**src/rtl/rtc_alarm_pkg.sv**
```systemverilog
package rtc_alarm_pkg;
  localparam int ADDR_ENABLES = 4;
  localparam int ADDR_FLAGS   = 5;
  localparam int EN_INT_BIT   = 0;
  localparam int EN_BKP_BIT   = 1;
  localparam int FLAG_BIT     = 0;
  localparam int FIELDS       = 4;

  typedef struct packed {
    logic [FIELDS-1:0] wrAlarm;
    logic              wrEnables;
    logic              rdFlags;
    logic              rdStrobe;
  } strobe_t;
endpackage

```
**src/rtl/rtc_alarm_dp.sv**
```systemverilog
module rtc_alarm_dp
  import rtc_alarm_pkg::*;
#(
  parameter int DATA_W = 8,
  parameter int ADDR_W = 3
) (
  input  logic                     clk,
  input  logic                     rstN,
  input  strobe_t                  stb,
  input  logic [DATA_W-1:0]        wrData,
  input  logic [ADDR_W-1:0]        rdAddr,
  input  logic [FIELDS*DATA_W-1:0] curTime,
  output logic                     matchAll,
  output logic                     intEn,
  output logic                     backupEn,
  output logic [DATA_W-1:0]        regRdData
);
  logic [DATA_W-1:0] alarmReg [FIELDS];
  logic [FIELDS-1:0] fieldEq;

  for (genvar i = 0; i < FIELDS; i++) begin : g_field
    always_ff @(posedge clk) begin
      if (!rstN)               alarmReg[i] <= '0;
      else if (stb.wrAlarm[i]) alarmReg[i] <= wrData;
    end
    assign fieldEq[i] = (alarmReg[i] == curTime[i*DATA_W +: DATA_W]);
  end

  assign matchAll = &fieldEq;

  always_ff @(posedge clk) begin
    if (!rstN) begin
      intEn    <= 1'b0;
      backupEn <= 1'b0;
    end else if (stb.wrEnables) begin
      intEn    <= wrData[EN_INT_BIT];
      backupEn <= wrData[EN_BKP_BIT];
    end
  end

  always_comb begin
    regRdData = '0;
    if (stb.rdStrobe && !stb.rdFlags) begin
      for (int i = 0; i < FIELDS; i++) begin
        if (rdAddr == ADDR_W'(i)) regRdData = alarmReg[i];
      end
      if (rdAddr == ADDR_W'(ADDR_ENABLES)) begin
        regRdData[EN_INT_BIT] = intEn;
        regRdData[EN_BKP_BIT] = backupEn;
      end
    end
  end
endmodule

```
**src/rtl/rtc_alarm_ctrl.sv**
```systemverilog
module rtc_alarm_ctrl
  import rtc_alarm_pkg::*;
#(
  parameter int DATA_W = 8,
  parameter int ADDR_W = 3
) (
  input  logic              clk,
  input  logic              rstN,
  input  logic              busSel,
  input  logic              busWr,
  input  logic [ADDR_W-1:0] busAddr,
  input  logic              secTick,
  input  logic              backupMode,
  input  logic              matchAll,
  input  logic              intEn,
  input  logic              backupEn,
  input  logic [DATA_W-1:0] regRdData,
  output strobe_t           stb,
  output logic              alarmFlag,
  output logic              irqN,
  output logic [DATA_W-1:0] busRdata
);
  logic armed;
  logic setNow;
  logic [DATA_W-1:0] flagsWord;

  always_comb begin
    stb = '0;
    for (int i = 0; i < FIELDS; i++)
      stb.wrAlarm[i] = busSel && busWr && (busAddr == ADDR_W'(i));
    stb.wrEnables = busSel && busWr && (busAddr == ADDR_W'(ADDR_ENABLES));
    stb.rdStrobe  = busSel && !busWr;
    stb.rdFlags   = busSel && !busWr && (busAddr == ADDR_W'(ADDR_FLAGS));
  end

  assign armed  = intEn || backupEn;
  assign setNow = secTick && matchAll && armed;

  always_ff @(posedge clk) begin
    if (!rstN)            alarmFlag <= 1'b0;
    else if (setNow)      alarmFlag <= 1'b1;
    else if (stb.rdFlags) alarmFlag <= 1'b0;
  end

  always_comb begin
    flagsWord = '0;
    flagsWord[FLAG_BIT] = alarmFlag;
  end

  always_ff @(posedge clk) begin
    if (!rstN)             busRdata <= '0;
    else if (stb.rdStrobe) busRdata <= stb.rdFlags ? flagsWord : regRdData;
  end

  assign irqN = !(alarmFlag && intEn && (!backupMode || backupEn));
endmodule

```
**src/rtl/rtc_alarm_unit.sv**
```systemverilog
module rtc_alarm_unit
  import rtc_alarm_pkg::*;
#(
  parameter int DATA_W = 8,
  parameter int ADDR_W = 3
) (
  input  logic              clk,
  input  logic              rstN,
  input  logic              secTick,
  input  logic [DATA_W-1:0] curSec,
  input  logic [DATA_W-1:0] curMin,
  input  logic [DATA_W-1:0] curHour,
  input  logic [DATA_W-1:0] curDay,
  input  logic              backupMode,
  input  logic              busSel,
  input  logic              busWr,
  input  logic [ADDR_W-1:0] busAddr,
  input  logic [DATA_W-1:0] busWdata,
  output logic [DATA_W-1:0] busRdata,
  output logic              irqN
);
  localparam int TIME_W = FIELDS * DATA_W;

  strobe_t           stb;
  logic              matchAll;
  logic              intEn;
  logic              backupEn;
  logic              alarmFlag;
  logic [DATA_W-1:0] regRdData;
  logic [TIME_W-1:0] curTime;

  assign curTime = {curDay, curHour, curMin, curSec};

  rtc_alarm_dp #(.DATA_W(DATA_W), .ADDR_W(ADDR_W)) dp_i (
    .clk(clk), .rstN(rstN), .stb(stb), .wrData(busWdata), .rdAddr(busAddr),
    .curTime(curTime), .matchAll(matchAll), .intEn(intEn),
    .backupEn(backupEn), .regRdData(regRdData)
  );

  rtc_alarm_ctrl #(.DATA_W(DATA_W), .ADDR_W(ADDR_W)) ctrl_i (
    .clk(clk), .rstN(rstN), .busSel(busSel), .busWr(busWr), .busAddr(busAddr),
    .secTick(secTick), .backupMode(backupMode), .matchAll(matchAll),
    .intEn(intEn), .backupEn(backupEn), .regRdData(regRdData), .stb(stb),
    .alarmFlag(alarmFlag), .irqN(irqN), .busRdata(busRdata)
  );
endmodule

```
**config.mk**
```make
export PLATFORM = sky130hd
export DESIGN_NAME = rtc_alarm_unit
export DESIGN_NICKNAME = d
export VERILOG_FILES = /design/src/rtl/rtc_alarm_pkg.sv /design/src/rtl/rtc_alarm_dp.sv /design/src/rtl/rtc_alarm_ctrl.sv /design/src/rtl/rtc_alarm_unit.sv
export SDC_FILE = /design/constraint.sdc
export NUM_CORES = 1
export LEC_CHECK = 0
export BUFFER_PORTS_ARGS = -buffer_cell sky130_fd_sc_hd__buf_2
export CORE_MARGIN = 2
export CORE_UTILIZATION = 45
export DETAILED_ROUTE_END_ITERATION = 6
export HOLD_SLACK_MARGIN = 0.03
export PLACE_DENSITY = 0.7
export SETUP_SLACK_MARGIN = 0.05
export SLEW_MARGIN = 20
export SYNTH_ARGS = -nofsm -noshare
export SYNTH_HDL_FRONTEND = slang
export SYNTH_SLANG_ARGS = --single-unit
export TNS_END_PERCENT = 50
```
**constraint.sdc**
```tcl
create_clock -name clk -period 2.3 [get_ports clk]
set_clock_uncertainty 0.05 [all_clocks]
set_input_delay 0.46 -clock clk [delete_from_list [all_inputs] [get_ports clk]]
set_output_delay 0.46 -clock clk [all_outputs]
set_load 0.05 [all_outputs]
```
Yosys cells after proc, flatten, opt, wreduce, memory -nomap -nowiden
Memory sizes are Yosys's and may differ from the RTL's.
Cells that the tools add are included.
{ "totals": {"regBits": 11, "ram_bits": 32, "in_bits": 49, "output_inout_bits": 9, "elab_cells": 66, "mem_count": 1} }
{ "memory_table": {"columns": ["memory", "words", "width", "read_ports", "rd_ports_with_merged_regs", "write_ports", "line", "text"], "rows": [
  ["dp_i.alarmReg", 4, 8, 4, 0, 4, "rtc_alarm_dp.sv:18", "logic [DATA_W-1:0] alarmReg [FIELDS];"]
]} }
{ "op_classes": {"n_eq_ne": 9, "muxes": 26, "bitwise_logic": 4, "reduce_logical": 22} }
{ "ops": {"columns": ["cell", "count"], "rows": [
  ["2-to-1 mux 8 bit", 10],
  ["== test 8 bit", 4],
  ["2-to-1 mux 1 bit", 15],
  ["logical AND 1 bit", 13],
  ["== test 3 x 2 -> 1 bit (second input constant)", 2],
  ["== test 3 bit (second input constant)", 2],
  ["zero test 1 bit", 4],
  ["bitwise OR 1 bit", 4],
  ["AND reduction 4 bit", 1],
  ["== test 3 x 1 -> 1 bit (second input constant)", 1],
  ["zero test 3 bit", 1],
  ["logical OR 1 bit", 2],
  ["2-to-1 mux 2 bit", 1],
  ["nonzero test 2 bit", 1]
]} }

Depth between registers and ports, before layout
{ "logic_depth": {"depth_word": 8, "mapped_depth": 5, "depth_no_buf": 5} }

Hierarchy
Synthesis repeated with hierarchy kept, for this count alone.
{ "unflattened": {"cells_unflattened": 212, "area_unflattened_um2": 2397.3} }
{ "modules_own_cells": {"columns": ["mod", "n_inst", "cells_each", "area_per_inst_um2", "seq_area_each_um2"], "rows": [
  ["rtc_alarm_dp", 1, 162, 1951.9, 1001.0],
  ["rtc_alarm_ctrl", 1, 50, 445.4, 180.2]
]} }

Least setup slack after synthesis
No wires, ideal clock.
{ "synth_path": {"kind": "input -> register", "from": "input busAddr[0]", "to": "memory dp_i.alarmReg[0][0] (enable)", "setup_ps": 387, "arrival_ps": 1481, "t_required_ps": 1863, "slack_ps": 382, "path_stages": 3, "n_path_buf": 0, "path_cell_list": "inv_1 -> nand3_1 -> o31ai_1"} }
{ "synth_lines": {"columns": ["item", "line", "text"], "rows": [
  ["from (decl)", "rtc_alarm_unit.sv:17", "input logic [ADDR_W-1:0] busAddr,"],
  ["to (decl)", "rtc_alarm_dp.sv:18", null]
]} }

==> metrics.yaml <==
core_area_sq_um: 4790
antenna_cells: 0
cp.required_ns: 2.44
io_buffers: 57
max_cap_violations: 0
htree_levels: 2
avgSynthCellArea_sq_um: 12.3
fin_util: 0.570
arrival_ns: 1.80
drive_above_1_share: 0.320
grt_max_degree: 15
cts_setup_buffers: 0
cts.sinks: 43
multi_input_area_sq_um: 1030
ys_types: 35
whs_ns: 0.410
hold_class: "in2reg"
drt-vias-per-instance: 5.21
synth_area_sq_um: 2260
cts_hold_buf: 0
mostFrequentLayoutCell: "buf_2"
syn_inst: 184
cts_resized: 0
nFillCells: 434
clk_pin_slew_ns: 0.08
layout_common_cells: "buf_2, and2_1, edfxtp_1"
grt_use_met1: 0.296
clock_tree.buffer_depth: 2
drc: 0
pre_cts_ws_ns: 0.375
p_leak_nw: 1.03
rows: 25
instances_no_fill: 317
drt_iter0_drc: 168
ys_seq_area_frac: 0.523
die_area_sq_um: 5600
top_usage_layer: "met2"
wl_per_cell_um: 17.4
vias: 1650
fin_crit_ns: 1.65
drt_first_pass_iters: 4
setup_slack_ns: 0.647
yosysWarnings: 0
crit_type: "reg2reg"
crit_path_start_kind: "flip-flop"
drt-total-wl_mm: 5.51
tightest_slew_ns: 0.454
slew_headroom: 0.695
setup_tns_ns: 0
end_kind: "flip-flop"
grt_pass1_vias: 1601
place.gp.congestion: 0.847
overflow: 0
final_hold_viol_count: 0
cts_tree: "built"
numCtsBuffers: 5
finalSetupViolCount: 0
post-route-period-util: 0.719
use_met2: 0.338
synth_async_sr_flop_share: 0
die_h_um: 74.9
synth_edf_count: 32
outcome: "completed"
syn-num-nets: 233
nets: 298
grt_pass1_wl_mm: 8.40
maxSlewViolCount: 0
antenna_left: 0
crit_fanout: 2
syn_to_final_growth_pct: 20.7
die_w_um: 74.9
ios: 58
cts_root_buf: "clkbuf_8"
regArea_sq_um: 1180
p_per_area_nw_per_um2: 597
place_inst: 309
dp_hpwl_mm: 4.20
peakVddDrop_v: 0.000365
grt_use_total: 0.211
synth-seq-cells: 43
fmax_mhz: 605
antenna_found_initial: 0
synthFlopType: "edfxtp_1"
rsz0062_at_grt: "no"
start_util: 0.472
grtUsageMet3: 0.0388
clk_latency_ns: 0.29
==> cell type report <==
type	instances	share of cell area
clock buffers	6	0.0266
clock inverters	2	0.00459
inverters	4	0.00551
multi-input cells	132	0.378
flip-flops and latches	43	0.433
well taps	67	0.0307
repair buffers	63	0.121
==> final timing paths <==
kind	start	endpoint	depth (start not counted)	slack, ns
worst max-delay path	dp_i.alarmReg[3][6]$_SDFFCE_PN0P_	ctrl_i.alarmFlag$_SDFFE_PN0P_	5	0.65
worst min-delay path	busWdata[0]	dp_i.intEn$_SDFFE_PN0P_	3	0.41
worst max register to register	dp_i.alarmReg[3][6]$_SDFFCE_PN0P_	ctrl_i.alarmFlag$_SDFFE_PN0P_	5	0.65
worst min register to register	ctrl_i.busRdata[4]$_SDFFE_PN0P_	ctrl_i.busRdata[4]$_SDFFE_PN0P_	2	0.47
==> cell usage after synthesis (all sizes together), types with 3 or more instances <==
| master | number | area (sq um) |
|---|---|---|
| and2 | 32 | 200 |
| edfxtp | 32 | 961 |
| xnor2 | 29 | 254 |
| dfxtp | 11 | 220 |
| nor2 | 10 | 37.5 |
| nand4 | 8 | 50.1 |
| mux4 | 7 | 165 |
| a21oi | 6 | 30.0 |
| a22oi | 6 | 45.0 |
| o21ai | 6 | 30.0 |
| inv | 4 | 15.0 |
| nand2 | 4 | 15.0 |
| buf | 3 | 23.8 |
| nor4 | 3 | 33.8 |
| xor2 | 3 | 26.3 |
==> registers in the layout (all words and copies together), names as in the netlist <==
signal / cells
ctrl_i.alarmFlag: 1
dp_i.backupEn: 1
ctrl_i.busRdata: 8
dp_i.alarmReg: 32
dp_i.intEn: 1
==> cell families after synthesis <==
family          share of synthesized area
simple gates                        0.174
flops                               0.523
compound gates                     0.0759
xor+xnor                            0.124
buf+inv                            0.0210
mux                                0.0820
==> critical path: stages, from the launching register on <==
cell      delay (ns)
edfxtp_1        0.43
xnor2_1         0.32
nand4_1         0.18
nor4_1          0.26
nand2_1         0.08
o41ai_1         0.24
==> layer usage <==
layer	part of all wire	wire length, um	vias to the layer above
met3	0.072	399	2
met1	0.42	2290	775
met5	0	0	-
li1	-	-	802
met2	0.51	2790	71
met4	0.0045	25	0
==> through the flow <==
step / total power [W] / area (sq um)
floorplan: 0.00106 / 2260
global placement: 0.00116 / 2640
detailed placement: 0.00117 / 2640
CTS: 0.00163 / 2730
global route: 0.00169 / 2730
finish: 0.00163 / 2730
==> where the power goes <==
group	switching [W]	internal, W	total (W)
Combinational	0.000129	0.000115	0.000243
Clock	0.000265	0.000213	0.000478
Sequential	0.0000320	0.000874	0.000906
Total	0.000426	0.00120	0.00163
No activity file was read; power rests on OpenSTA's default activity.
